==> config.mk <==
export PLATFORM = sky130hd
export DESIGN_NAME = acq_timing_seq
export DESIGN_NICKNAME = d
export VERILOG_FILES = /design/src/rtl/acq_seq_pkg.sv /design/src/rtl/acq_prescaler.sv /design/src/rtl/acq_ramp.sv /design/src/rtl/acq_cycle_timer.sv /design/src/rtl/acq_timing_seq.sv
export SDC_FILE = /design/constraint.sdc
export NUM_CORES = 1
export LEC_CHECK = 0
export CAP_MARGIN = 25
export CORE_ASPECT_RATIO = 0.9
export CORE_UTILIZATION = 69
export CTS_CLUSTER_DIAMETER = 30
export CTS_CLUSTER_SIZE = 16
export DETAILED_ROUTE_END_ITERATION = 7
export DONT_BUFFER_PORTS = 1
export PLACE_DENSITY = 0.85
export SETUP_SLACK_MARGIN = 0.02
export SLEW_MARGIN = 0
export SYNTH_ARGS = -nofsm -noshare
export SYNTH_HDL_FRONTEND = slang
export SYNTH_HIERARCHICAL = 1
export SYNTH_SLANG_ARGS = --single-unit
==> constraint.sdc <==
create_clock -name clk -period 4.3 [get_ports clk]
set_input_delay 0.215 -clock clk [delete_from_list [all_inputs] [get_ports clk]]
set_output_delay 0.215 -clock clk [all_outputs]
set_load 0.05 [all_outputs]
==> src/rtl/acq_seq_pkg.sv <==
package acq_seq_pkg;

  typedef enum logic [2:0] {
    PH_IDLE, PH_TRIG_DLY, PH_ACQ_DLY, PH_INTEGRATE, PH_SETTLE, PH_RAMP, PH_DONE
  } acq_phase_t;

  // Total clocks of one cycle, including the closing done cycle.
  function automatic longint unsigned acq_cycle_clocks(
    input longint unsigned t, input longint unsigned a,
    input longint unsigned i, input longint unsigned d,
    input longint unsigned c, input longint unsigned p,
    input longint unsigned div);
    return (t + 1) + (a + 1) * div + (i + 1) + (d + 1) + (c + 1) * (p + 1) + 1;
  endfunction

endpackage

==> src/rtl/acq_prescaler.sv <==
module acq_prescaler #(
  parameter int DIV = 128
) (
  input  logic clk,
  input  logic rst_n,
  input  logic run,
  output logic tick
);
  localparam int W = (DIV > 1) ? $clog2(DIV) : 1;

  logic [W-1:0] cnt;

  always_ff @(posedge clk) begin
    if (!rst_n || !run)          cnt <= '0;
    else if (cnt == W'(DIV - 1)) cnt <= '0;
    else                         cnt <= cnt + 1'b1;
  end

  assign tick = run && (cnt == W'(DIV - 1));

  generate
    if (DIV > 1) begin : g_gap

      tick_gap_chk: assert property (@(posedge clk) disable iff (!rst_n)
        tick |=> !tick);
    end
  endgenerate
endmodule

==> src/rtl/acq_ramp.sv <==
module acq_ramp #(
  parameter int CNT_W = 14,
  parameter int PER_W = 8
) (
  input  logic             clk,
  input  logic             rst_n,
  input  logic             en,
  input  logic [CNT_W-1:0] step_max,
  input  logic [PER_W-1:0] period,
  output logic             step,
  output logic             last
);
  logic [PER_W-1:0] per_cnt;
  logic [CNT_W-1:0] idx;
  logic             per_end;

  assign per_end = (per_cnt == period);

  always_ff @(posedge clk) begin
    if (!rst_n || !en) begin
      per_cnt <= '0;
      idx     <= '0;
    end else if (per_end) begin
      per_cnt <= '0;
      idx     <= idx + 1'b1;
    end else begin
      per_cnt <= per_cnt + 1'b1;
    end
  end

  assign step = en && (per_cnt == '0);
  assign last = en && per_end && (idx == step_max);


  step_bound_chk: assert property (@(posedge clk) disable iff (!rst_n)
    en |-> (idx <= step_max));

  ramp_no_early_end_chk: assert property (@(posedge clk) disable iff (!rst_n)
    (en && !last) |=> en);
endmodule

==> src/rtl/acq_cycle_timer.sv <==
module acq_cycle_timer #(
  parameter int W = 32
) (
  input  logic         clk,
  input  logic         rst_n,
  input  logic         start,
  input  logic         run,
  input  logic         fin,
  output logic [W-1:0] len
);
  logic [W-1:0] run_cnt;

  always_ff @(posedge clk) begin
    if (!rst_n) begin
      run_cnt <= '0;
      len     <= '0;
    end else begin
      if (start)    run_cnt <= '0;
      else if (run) run_cnt <= run_cnt + 1'b1;
      if (fin)      len <= run_cnt + 1'b1;
    end
  end


  len_hold_chk: assert property (@(posedge clk) disable iff (!rst_n)
    !fin |=> $stable(len));
endmodule

==> src/rtl/acq_timing_seq.sv <==
module acq_timing_seq
  import acq_seq_pkg::*;
#(
  parameter int TRIG_W     = 16,
  parameter int ACQ_W      = 10,
  parameter int INT_W      = 16,
  parameter int DIG_W      = 12,
  parameter int STEP_CNT_W = 14,
  parameter int STEP_PER_W = 8,
  parameter int ACQ_DIV    = 128,
  parameter int TIMER_W    = 32
) (
  input  logic                  clk,
  input  logic                  rst_n,
  input  logic                  trig_run,
  input  logic                  trig_evt,
  input  logic [TRIG_W-1:0]     cfg_trig_dly,
  input  logic [ACQ_W-1:0]      cfg_acq_dly,
  input  logic [INT_W-1:0]      cfg_int_time,
  input  logic [DIG_W-1:0]      cfg_dig_dly,
  input  logic [STEP_CNT_W-1:0] cfg_step_cnt,
  input  logic [STEP_PER_W-1:0] cfg_step_per,
  output logic                  amp_rst_release,
  output logic                  sh_hold,
  output logic                  ramp_step,
  output logic                  cnt_en,
  output logic                  busy,
  output logic                  done,
  output logic                  missed_trig,
  output logic [TIMER_W-1:0]    cycle_len
);
  localparam int CW_A = (TRIG_W > ACQ_W) ? TRIG_W : ACQ_W;
  localparam int CW_B = (INT_W > DIG_W) ? INT_W : DIG_W;
  localparam int CW   = (CW_A > CW_B) ? CW_A : CW_B;

  acq_phase_t state, nxt;
  logic [CW-1:0] ph_cnt;
  logic          ph_zero, trig_any, accept, acq_tick, ramp_last;

  logic [TRIG_W-1:0]     lat_trig;
  logic [ACQ_W-1:0]      lat_acq;
  logic [INT_W-1:0]      lat_int;
  logic [DIG_W-1:0]      lat_dig;
  logic [STEP_CNT_W-1:0] lat_cnt;
  logic [STEP_PER_W-1:0] lat_per;

  assign trig_any = trig_run | trig_evt;
  assign accept   = (state == PH_IDLE) && trig_any;
  assign ph_zero  = (ph_cnt == '0);

  always_comb begin
    nxt = state;
    unique case (state)
      PH_IDLE:      if (trig_any)            nxt = PH_TRIG_DLY;
      PH_TRIG_DLY:  if (ph_zero)             nxt = PH_ACQ_DLY;
      PH_ACQ_DLY:   if (acq_tick && ph_zero) nxt = PH_INTEGRATE;
      PH_INTEGRATE: if (ph_zero)             nxt = PH_SETTLE;
      PH_SETTLE:    if (ph_zero)             nxt = PH_RAMP;
      PH_RAMP:      if (ramp_last)           nxt = PH_DONE;
      PH_DONE:                               nxt = PH_IDLE;
      default:                               nxt = PH_IDLE;
    endcase
  end

  always_ff @(posedge clk) begin
    if (!rst_n) begin
      state       <= PH_IDLE;
      ph_cnt      <= '0;
      missed_trig <= 1'b0;
      lat_trig    <= '0;
      lat_acq     <= '0;
      lat_int     <= '0;
      lat_dig     <= '0;
      lat_cnt     <= '0;
      lat_per     <= '0;
    end else begin
      state <= nxt;
      if (accept) begin
        lat_trig    <= cfg_trig_dly;
        lat_acq     <= cfg_acq_dly;
        lat_int     <= cfg_int_time;
        lat_dig     <= cfg_dig_dly;
        lat_cnt     <= cfg_step_cnt;
        lat_per     <= cfg_step_per;
        missed_trig <= 1'b0;
      end else if (state != PH_IDLE && trig_any) begin
        missed_trig <= 1'b1;
      end
      if (nxt != state) begin
        unique case (nxt)
          PH_TRIG_DLY:  ph_cnt <= CW'(cfg_trig_dly);
          PH_ACQ_DLY:   ph_cnt <= CW'(lat_acq);
          PH_INTEGRATE: ph_cnt <= CW'(lat_int);
          PH_SETTLE:    ph_cnt <= CW'(lat_dig);
          default:      ph_cnt <= '0;
        endcase
      end else if (state == PH_TRIG_DLY || state == PH_INTEGRATE ||
                   state == PH_SETTLE || (state == PH_ACQ_DLY && acq_tick)) begin
        ph_cnt <= ph_cnt - 1'b1;
      end
    end
  end

  acq_prescaler #(.DIV(ACQ_DIV)) u_presc (
    .clk(clk), .rst_n(rst_n), .run(state == PH_ACQ_DLY), .tick(acq_tick));

  acq_ramp #(.CNT_W(STEP_CNT_W), .PER_W(STEP_PER_W)) u_ramp (
    .clk(clk), .rst_n(rst_n), .en(state == PH_RAMP),
    .step_max(lat_cnt), .period(lat_per), .step(ramp_step), .last(ramp_last));

  acq_cycle_timer #(.W(TIMER_W)) u_timer (
    .clk(clk), .rst_n(rst_n), .start(accept),
    .run(state != PH_IDLE), .fin(state == PH_DONE), .len(cycle_len));

  assign amp_rst_release = (state == PH_INTEGRATE);
  assign sh_hold         = (state == PH_SETTLE) || (state == PH_RAMP);
  assign cnt_en          = (state == PH_RAMP);
  assign busy            = (state != PH_IDLE);
  assign done            = (state == PH_DONE);


  missed_set_chk: assert property (@(posedge clk) disable iff (!rst_n)
    (busy && trig_any) |=> missed_trig);

  done_single_chk: assert property (@(posedge clk) disable iff (!rst_n)
    done |=> (!done && !busy));

  cycle_len_chk: assert property (@(posedge clk) disable iff (!rst_n)
    done |=> (cycle_len == TIMER_W'(acq_cycle_clocks(lat_trig, lat_acq, lat_int,
                                    lat_dig, lat_cnt, lat_per, ACQ_DIV))));

  cfg_hold_chk: assert property (@(posedge clk) disable iff (!rst_n)
    (busy && $past(busy)) |-> ($stable(lat_int) && $stable(lat_cnt) &&
                               $stable(lat_per) && $stable(lat_trig)));

  ramp_first_step_chk: assert property (@(posedge clk) disable iff (!rst_n)
    $rose(cnt_en) |-> (ramp_step && $past(sh_hold)));
endmodule

==> reports/metrics.yaml, run 1 <==
setup_violations: 0
synth_edf_count: 0
nets: 1156
use_met1_pct: 50.2
slew_viol_final: 0
synth_common_cells: "dfxtp_1, nand2_1, a21oi_1, o21ai_0"
max-slew-margin-rel_pct: 36.0
pwr-share-clk_pct: 30.9
coreArea_um2: 12000
syn_to_final_growth_pct: 15.3
comb_power_share_pct: 30.1
slowest_stage: "dfxtp_1"
yosysMostFrequentCell: "dfxtp_1"
cts_tree: "done"
grt_usage_pct: 38.6
grt_overflow_total: 0
synthCells: 1035
holdWs_ns: 0.0220
insertion_delay_ns: 0.44
route.detailed.drc: 0
worst-path-max-fanout: 14
leakagePower_uw: 0.00328
cp_top_family: "simple AND/OR/NAND/NOR gates"
wl_per_cell_um: 19.6
grt_pass1_wl_um: 38800
grt_pass1_vias: 7778
die_h_um: 107
drive_above_1_share_pct: 7.29
swShare_pct: 37.3
htreeDepth: 4
synth_fp_nets: 1121
vias: 8361
pwr-share-seq_pct: 39.0
cp-start-kind: "register"
die_w_um: 119
maxCapViolations: 0
worstPathRequired_ns: 4.62
fin_skew_ns: 0.00620
portBuffers: 0
synth_cell_type_count: 70
arrival_ns: 3.75
r2r_slack_ns: 0.87
antenna_found_initial: 1
gp_congestion: 1.01
cts_buffers: 17
p_int_uw: 3200
powerDensity_nw_per_um2: 520
io_pins: 119
start_util_pct: 70.7
hpwl_um: 14700
path_buf_inv: 0
max_freq_mhz: 292
viasPerCell: 6.72
period_needed_ns: 3.43
vdd_drop_max_mv: 0.379
grt-busiest-layer: "met2"
grt_start_max_net_pins: 63
root_buffer: "clkbuf_16"
hold_viol_final: 0
tns_ns: 0
yosysWarningCount: 6
synth_ff_type: "dfxtp_1"
end_kind: "register"
synth_top_area_cell: "dfxtp_1"
outcome: "finished clean"
dpl_cell_area_um2: 8510
min_path_type: "input port to register"
drtIter0Drc: 1213
drtAntennaViolNets: 0
ys_seq_elements: 173
synth_top_cell_area_share_pct: 40.7
syn_area_per_cell_um2: 8.22
period_share_pct: 79.7
die_area_um2: 12800
worstPathCellList: "nor3b_1 > and3_1 > nor4b_1 > nand2_1 > o21ai_0 > a21boi_0 > or4_1 > a221o_1"
p_switching_uw: 1900
clock-sinks: 173
place_inst: 1142
synth_area_um2: 8510
clkTransAtPathRegs_ns: 0.07
criticalPathCategory: "register to register"
ys_seq_area_share_pct: 40.7
drt_wl_total_um: 24400
row_count: 38
worst_slew_pin_slew_ns: 0.956
fin_area_um2: 9810
final_cells: 1245
rsz0062_at_grt: "no"
synthArstFlopShare_pct: 0
cts_setup_buffers: 0
synth.area.top_cells: "dfxtp_1, nand2_1, a21oi_1"
clock_path_buffers: 2
firstDrtPassIters: 7
use_met2_pct: 60.8
cpPeakStageDelay_ns: 0.56
grt_use_met3_pct: 8.74
[metal layers]
metal | up-vias | part of all wire [%]
li1 | 3860 | -
met3 | 98 | 9.0
met2 | 486 | 46
met5 | - | 0
met4 | 0 | 3.5
met1 | 3917 | 41
[power by group through the flow]
stage | registers, µW | clock network, µW | logic, µW
final | 1990 | 1580 | 1540
after global routing | 2010 | 1640 | 1660
after floorplan | 1950 | 0 | 1160
after detailed placement | 2010 | 0 | 1390
after CTS | 1980 | 1580 | 1470
after global placement | 2010 | 0 | 1360
[state kept, by name, summed over array words and instances (netlist names)]
register         flops
u_timer/len         32
u_timer/run_cnt     32
lat_int             16
ph_cnt              16
lat_cnt             14
u_ramp/idx          14
lat_dig             12
lat_acq             10
lat_per              8
u_ramp/per_cnt       8
u_presc/cnt          7
state                3
missed_trig          1
[worst paths after layout]
check	end	cells after the start	startpoint
max	ph_cnt[9]	8	state[1]
min	ph_cnt[0]	2	cfg_trig_dly[0]
max reg2reg	ph_cnt[9]	8	state[1]
min reg2reg	lat_dig[5]	2	lat_dig[5]
[final cells by class]
| cell class | count | area [µm²] |
|---|---|---|
| fill | 760 | 2220 |
| tap | 160 | 200 |
| antenna | 2 | 5.00 |
| clock inverter | 15 | 175 |
| multi-input combinational | 779 | 4680 |
| timing repair buffer | 83 | 800 |
| inverter | 16 | 60.1 |
| clock buffer | 17 | 425 |
| sequential | 173 | 3460 |
[cells in the final DEF, fill, tap and decap left out, drive strengths merged, types with 14 or more instances in the layout]
master,n
nand2,169
or3,20
o21ai,52
and2,14
a21oi,109
nand4,31
xnor2,38
nand3,28
dlygate4sd3,69
xor2,22
dfxtp,173
nor2,44
or4,32
nor4,17
inv,24
clkbuf,17
a31oi,24
nor3,19
o31ai,29
buf,14
and3,16
[stage by stage]
step / worst slack [ns] / utilization [%] / power (µW)
global placement: 1.26 / 70.8 / 3360
global route: 0.637 / 81.5 / 5310
floorplan: 1.39 / - / 3110
CTS: 0.912 / 81.5 / 5030
finish: 0.875 / 81.6 / 5110
detailed placement: 0.968 / 70.8 / 3400
[repair_timing]
action,CTS,global route
hold buffers,69,0
hold endpoints to repair,95,0
gates resized for setup,0,0
[cells by family after synthesis]
logic type / after synthesis / share of synthesized area [%]
simple gates: 430 / 26.8
compound gates: 274 / 19.9
flops: 173 / 40.7
buf+inv: 83 / 4.41
xor+xnor: 60 / 6.18
mux: 9 / 1.06
fa+ha+maj: 6 / 0.882
Note: power is estimated with default switching activity, not from simulation.
==> run 2, diff against run 1 <==
--- a/config.mk
+++ b/config.mk
@@ -5,14 +5,15 @@
 export SDC_FILE = /design/constraint.sdc
 export NUM_CORES = 1
 export LEC_CHECK = 0
+export ABC_AREA = 1
 export CAP_MARGIN = 25
 export CORE_ASPECT_RATIO = 0.9
-export CORE_UTILIZATION = 69
+export CORE_UTILIZATION = 64
 export CTS_CLUSTER_DIAMETER = 30
 export CTS_CLUSTER_SIZE = 16
 export DETAILED_ROUTE_END_ITERATION = 7
 export DONT_BUFFER_PORTS = 1
-export PLACE_DENSITY = 0.85
+export PLACE_DENSITY = 0.8
 export SETUP_SLACK_MARGIN = 0.02
 export SLEW_MARGIN = 0
 export SYNTH_ARGS = -nofsm -noshare
==> constraint.sdc (replaced) <==
create_clock -name clk -period 3.5 [get_ports clk]
set_input_delay 0.175 -clock clk [delete_from_list [all_inputs] [get_ports clk]]
set_output_delay 0.175 -clock clk [all_outputs]
set_load 0.05 [all_outputs]
==> run 2 against run 1 <==
Against the previous run: utilization is 6.0 points lower; count of clock-buffer cells in the layout is 5 higher; clock power is 18% higher; area after synthesis is 12% higher; die area is 21% higher; non-clock buffer count is 10 lower; synthesized cell count is 41% higher; sequential cell count stayed put; maximum frequency is 17% higher; critical path type unchanged; largest cell class unchanged; highest routed layer unchanged.
==> reports/metrics.yaml, run 2 <==
insertion_delay_ns: 0.43  # about the same
portBuffers: 0  # unchanged
die_w_um: 131  # +9.8%
viasPerCell: 5.50  # -18%
synthAdderAreaFrac_pct: 0.786  # -0.096 points
hold_path.startpoint: "cfg_trig_dly[9]"
firstDrtPassIters: 6  # -1
vias: 9353  # +12%
worst_slew_pin_slew_ns: 0.908  # -0.0483 ns
synth_edf_count: 0  # unchanged
synth_compound_area_share_pct: 11.5  # -8.4 points
setup_violations: 0  # unchanged
clkTransAtPathRegs_ns: 0.06  # about the same
route.detailed.drc: 0  # unchanged
startpoint: "state[0]"
synth_top_cell_area_share_pct: 36.3  # -4.4 points
nets: 1579  # +37%
r2r-start: "state[0]"
start_util_pct: 66.7  # -4.0 points
synth_ff_type: "dfxtp_1"
synthMuxAreaShare_pct: 0  # -1.1 points
crit_top_cell: "nand2_1"
synth-simple-area-share_pct: 37.1  # +10 points
fin_util_pct: 75.6  # -6.0 points
grt_usage_pct: 32.9  # -5.7 points
worst-path-max-fanout: 16  # +2
clock_path_buffers: 2  # unchanged
grt_pass1_vias: 8575  # +10%
hold_viol_final: 0  # unchanged
cp_top_family: "simple AND/OR/NAND/NOR gates"
row_count: 41  # +7.9%
htreeDepth: 4  # unchanged
synthCells: 1462  # +41%
final_cell_mix: "nand2_1, nor2_1, dfxtp_1"
leakagePower_uw: 0.00475  # +45%
grt_start_max_net_pins: 82  # +30%
yosysMostFrequentCell: "nand2_1"
synth.area.top_cells: "dfxtp_1, nand2_1, nor2_1"
synth_area_um2: 9550  # +12%
yosysWarningCount: 6  # unchanged
syn_area_per_cell_um2: 6.53  # -21%
r2r_slack_ns: 0.58  # -0.30 ns
syn_to_final_growth_pct: 13.2
synth_common_cells: "nand2_1, nor2_1, dfxtp_1, inv_1, o21ai_0"
grt_overflow_total: 0  # unchanged
yosys.area_share.xor_xnor_pct: 4.21  # -2.0 points
drt_wl_total_um: 25300  # +3.6%
powerDensity_nw_per_um2: 621  # +19%
max-slew-margin-rel_pct: 39.3  # +3.2 points
slowest_stage: "dfxtp_1"
period_needed_ns: 2.92  # -0.502 ns
maxCapViolations: 0  # unchanged
arrival_ns: 3.23  # -0.52 ns
drtIter0Drc: 889  # -27%
synth_fp_nets: 1548  # +38%
gp_congestion: 0.937  # -7.0%
worstPathRequired_ns: 3.81  # -0.81 ns
die_area_um2: 15400  # +21%
die_h_um: 118  # +9.8%
r2r_end: "ph_cnt[5]"
mostFrequentLayoutCell: "nand2_1"
antenna_found_initial: 3  # +2
io_pins: 119  # unchanged
rr_worst_depth: 15  # +7
synth_cell_type_count: 40  # -43%
ys_seq_area_share_pct: 36.3  # -4.4 points
slew_viol_final: 0  # unchanged
worstPathCellList: "nand3_2 > inv_2 > nand4_1 > nor2_1 > nand2_1 > nor2_1 > nand2_1 > nand2_1 > inv_1 > nand3_4 > xor2_4 > buf_4 > nand4_1 > nand2_1 > a21oi_2"
min_path_type: "input port to register"
synthArstFlopShare_pct: 0  # unchanged
hpwl_um: 16100  # +9.4%
drive_above_1_share_pct: 8.90  # +1.6 points
synth_top_family_by_area: "simple AND/OR/NAND/NOR gates"
tns_ns: 0  # unchanged
outcome: "finished clean"
criticalPathCategory: "register to register"
cts_resized: 0  # unchanged
coreArea_um2: 14300  # +19%
grt_pass1_wl_um: 40200  # +3.6%
end_kind: "register"
synth_top_area_cell: "dfxtp_1"
cpPeakStageDelay_ns: 0.51  # -0.05 ns
drtAntennaViolNets: 0  # unchanged
path_buf_inv: 3  # +3
period_share_pct: 83.5  # +3.9 points
rsz0062_at_grt: "no"
clock-sinks: 173  # unchanged
endpoint: "ph_cnt[5]"
cts_tree: "done"
vdd_drop_max_mv: 0.531  # +40%
cts_buffers: 17  # unchanged
fin_skew_ns: 0.00922  # +0.00302 ns
largestRegisters: "u_timer/len: 32 flops, u_timer/run_cnt: 32 flops"
wl_per_cell_um: 14.9  # -24%
max_freq_mhz: 342  # +17%
critical_path_depth: 15  # +7
root_buffer: "clkbuf_16"
ys_seq_elements: 173  # unchanged
cp-start-kind: "register"
## run 2: cell types whose count changed in the layout (fill, tap and decap cells not counted), sizes merged, moves of 16 or more
cell	previous run	this run
inv	24	182
or4	32	0
a31oi	24	0
o31ai	29	0
or3	20	0
o21ai	52	101
nor4	17	0
nand3	28	95
nor2	44	310
a21oi	109	63
nand2	169	364
xnor2	38	7
and3	16	0
## run 2: area by class of cell
type / count / area [µm²]
diodes: 3 / 7.51
clock buffers: 22 / 474
clock inverters: 10 / 104
fillers: 1069 / 3500
inverters: 178 / 668
multi-input cells: 1050 / 5120
flip-flops and latches: 173 / 3460
well taps: 193 / 241
repair buffers: 73 / 736
## run 2: logic make-up after synthesis
family                     count (synthesis)
AOI/OAI and AO/OA                        184
xor gates and xnor gates                  42
adders and majority gates                  6
buffers and inverters                    239
DFF                                      173
and+or+nand+nor                          818
## run 2: where the power goes
group          total, µW  internal [µW]  switching (µW)  leakage (µW)
sequential          2520           2260             263       0.00142
combinational       2340            770            1570       0.00306
clock               1860           1050             807      0.000276
## run 2: worst register-to-register path: stages, from the launching register on
cell and delay [ns]:
dfxtp_1 0.51, nand3_2 0.14, inv_2 0.27, nand4_1 0.13, nor2_1 0.11, nand2_1 0.05
nor2_1 0.13, nand2_1 0.08, nand2_1 0.07, inv_1 0.06, nand3_4 0.19, xor2_4 0.45
buf_4 0.35, nand4_1 0.12, nand2_1 0.11, a21oi_2 0.04
## run 2: worst min path at each step
stage,to,slack [ns],depth (start not counted)
after floorplan,lat_cnt[0],0.31,2
after global placement,state[1],0.30,2
after detailed placement,state[0],0.30,2
after CTS,u_presc/cnt[4],0.05,4
after global routing,ph_cnt[9],0.08,4
final,ph_cnt[9],0.07,4
## run 2: per-stage QoR
| step | power, µW | hold WS (ns) | setup slack, ns | area (µm²) | instances |
|---|---|---|---|---|---|
| finish | 6710 | 0.0706 | 0.576 | 10800 | 1702 |
| global route | 7100 | 0.0830 | 0.273 | 10800 | 1702 |
| global placement | 4660 | 0.296 | 0.709 | 9580 | 1604 |
| floorplan | 4360 | 0.310 | 0.771 | 9550 | 1462 |
| detailed placement | 4730 | 0.301 | 0.622 | 9580 | 1604 |
| CTS | 6660 | 0.0540 | 0.593 | 10800 | 1699 |
## run 2: what timing repair did
item / in CTS / in global routing
hold buffers: 63 / 0
setup buffers: 0 / 0
endpoints found under the setup margin: 0 / 0
endpoints found under the hold margin: 82 / 0
## run 2: routing by layer
metal  track usage, %  share of wire [%]  vias up
met1             39.9                 42     4197
met3             7.64                7.4       79
met5                0                  0        -
met4             15.7                3.4        0
met2             54.2                 48      436
li1                 -                  -     4641
==> run 3, diff against run 2 <==
--- a/config.mk
+++ b/config.mk
@@ -5,7 +5,7 @@
 export SDC_FILE = /design/constraint.sdc
 export NUM_CORES = 1
 export LEC_CHECK = 0
-export ABC_AREA = 1
+export ABC_AREA = 0
 export CAP_MARGIN = 25
 export CORE_ASPECT_RATIO = 0.9
 export CORE_UTILIZATION = 64
==> constraint.sdc (replaced) <==
create_clock -name clk -period 2.9 [get_ports clk]
set_input_delay 0.145 -clock clk [delete_from_list [all_inputs] [get_ports clk]]
set_output_delay 0.145 -clock clk [all_outputs]
set_load 0.05 [all_outputs]
==> run 3 against run 2 <==
Against the previous run: utilization grew 3.3 points; hold slack lost 0.049 ns; die area shrank 11%; final cell count shrank 25%; register-to-register slack lost 0.40 ns; critical endpoint is now ph_cnt[3]; the flow now finishes with violations (DRC); count of clock-buffer cells in the layout shrank 4; critical path type unchanged; power grew 19%; largest cell class unchanged; combinational power grew 4%; critical path depth shrank 6; clock power grew 38%.
==> reports/metrics.yaml, run 3 (synthesis gave the netlist of run 1 again) <==
setup_violations: 0  # unchanged
largestRegisters: "u_timer/len: 32 flops, u_timer/run_cnt: 32 flops"
grt_pass1_vias: 7718  # -10%
max_freq_mhz: 368  # +7.5%
cp-start-kind: "register"
firstDrtPassIters: 8  # +2
outcome: "complete, but fails checks"
portBuffers: 0  # unchanged
fin_area_um2: 10100  # -6.4%
root_buffer: "clkbuf_16"
viasPerCell: 6.54  # +19%
coreArea_um2: 12800  # -10%
hold_depth: 2  # -2
drtIter0Drc: 1107  # +25%
arrival_ns: 3.03  # -0.20 ns
hold_viol_final: 0  # unchanged
insertion_delay_ns: 0.44  # about the same
grt_usage_pct: 37.4  # +4.5 points
io_pins: 119  # unchanged
mostFrequentLayoutCell: "dfxtp_1"
hold_path.startpoint: "rst_n"
violations: "DRC"
slew_viol_final: 0  # unchanged
hpwl_um: 15100  # -6.4%
leakagePower_uw: 0.00345  # -27%
startpoint: "u_presc/cnt[0]"
maxCapViolations: 0  # unchanged
cts_buffers: 17  # unchanged
tns_ns: 0  # unchanged
powerDensity_nw_per_um2: 786  # +27%
r2r_slack_ns: 0.18  # -0.40 ns
die_h_um: 111  # -5.5%
nets: 1182  # -25%
die_w_um: 124  # -5.5%
min_path_type: "input port to register"
rsz0062_at_grt: "no"
clock-sinks: 173  # unchanged
gp_congestion: 0.959  # +2.4%
route.detailed.drc: 13  # +13
dpl_cell_area_um2: 8690  # -9.3%
grt_pass1_wl_um: 39800  # -0.91%
clkTransAtPathRegs_ns: 0.08  # +0.02 ns
vias: 8341  # -11%
end_kind: "register"
wl_per_cell_um: 19.6  # +32%
max-slew-margin-rel_pct: 49.4  # +10 points
drive_above_1_share_pct: 9.65  # +0.75 points
worstPathRequired_ns: 3.21  # -0.60 ns
r2r_end: "ph_cnt[3]"
fin_skew_ns: 0.0139  # +0.00465 ns
grt_overflow_total: 0  # unchanged
antenna_found_initial: 4  # +1
worst_slew_pin_slew_ns: 0.757  # -0.151 ns
clock_path_buffers: 2  # unchanged
die_area_um2: 13800  # -11%
period_share_pct: 93.8  # +10 points
grt_start_max_net_pins: 63  # -23%
worst-path-max-fanout: 19  # +3
row_count: 39  # -4.9%
cts_tree: "done"
period_needed_ns: 2.72  # -0.203 ns
rr_worst_depth: 9  # -6
endpoint: "ph_cnt[3]"
vdd_drop_max_mv: 0.507  # -4.4%
drtAntennaViolNets: 0  # unchanged
final_cell_mix: "dfxtp_1, nand2_1, a21oi_1"
start_util_pct: 66.3  # -0.44 points
htreeDepth: 4  # unchanged
drt_wl_total_um: 25000  # -1.0%
criticalPathCategory: "register to register"
cts_setup_buffers: 0  # unchanged
r2r-start: "u_presc/cnt[0]"
syn_to_final_growth_pct: 19.0
==> run 3: what timing repair did <==
action	CTS	global route
hold buffers	73	0
setup endpoints to repair	0	6
resized for setup	0	4
endpoints found under the hold margin	102	0
==> run 3: through the flow <==
| stage | util (%) | setup WS [ns] | power (µW) | instances | hold WS, ns |
|---|---|---|---|---|---|
| final | 78.9 | 0.180 | 7960 | 1276 | 0.0219 |
| after global routing | 78.9 | 0.0445 | 8320 | 1276 | 0.0110 |
| after CTS | 78.7 | 0.157 | 7800 | 1273 | 0.00636 |
| after detailed placement | 67.7 | 0.174 | 5160 | 1168 | 0.280 |
| after global placement | 67.7 | 0.254 | 5110 | 1168 | 0.278 |
| after floorplan | - | 0.0863 | 4610 | 1035 | 0.267 |
==> run 3: per-layer routing <==
metal | up-vias | routed length (µm) | GRT usage, %
met1 | 3896 | 10300 | 48.0
met2 | 426 | 11500 | 56.8
li1 | 3920 | - | -
met4 | 0 | 1070 | 19.3
met5 | - | 0 | 0
met3 | 99 | 2200 | 10.5
==> run 3: final cells by class <==
cell class	instances	area (µm²)
Antenna cell	3	7.51
Sequential cell	173	3460
Tap cell	164	205
Clock inverter	14	229
Timing Repair Buffer	109	1010
Fill cell	864	2710
Clock buffer	18	439
Multi-Input combinational cell	779	4710
Inverter	16	60.1
==> run 3: how the worst min path moves through the flow <==
stage | slack (ns) | to
2_1_floorplan | 0.27 | state[1]
3_3_place_gp | 0.28 | state[1]
3_5_place_dp | 0.28 | state[1]
4_1_cts | 0.006 | u_timer/len[1]
5_1_grt | 0.01 | u_timer/len[17]
6_report | 0.02 | u_timer/len[17]
==> run 3: critical path: stages (launching register included) <==
cell and delay (ns):
dfxtp_1 0.34, ha_1 0.24, and3_2 0.21, and3_1 0.21
or4b_2 0.66, o221ai_1 0.10, buf_4 0.27, nor3_2 0.13
a31oi_1 0.32, o21ai_1 0.14
==> run 3: power by group <==
| group | switching [µW] | internal (µW) | leakage [µW] |
|---|---|---|---|
| clock | 1000 | 1570 | 0.000320 |
| combinational | 1520 | 916 | 0.00172 |
| sequential | 305 | 2650 | 0.00141 |
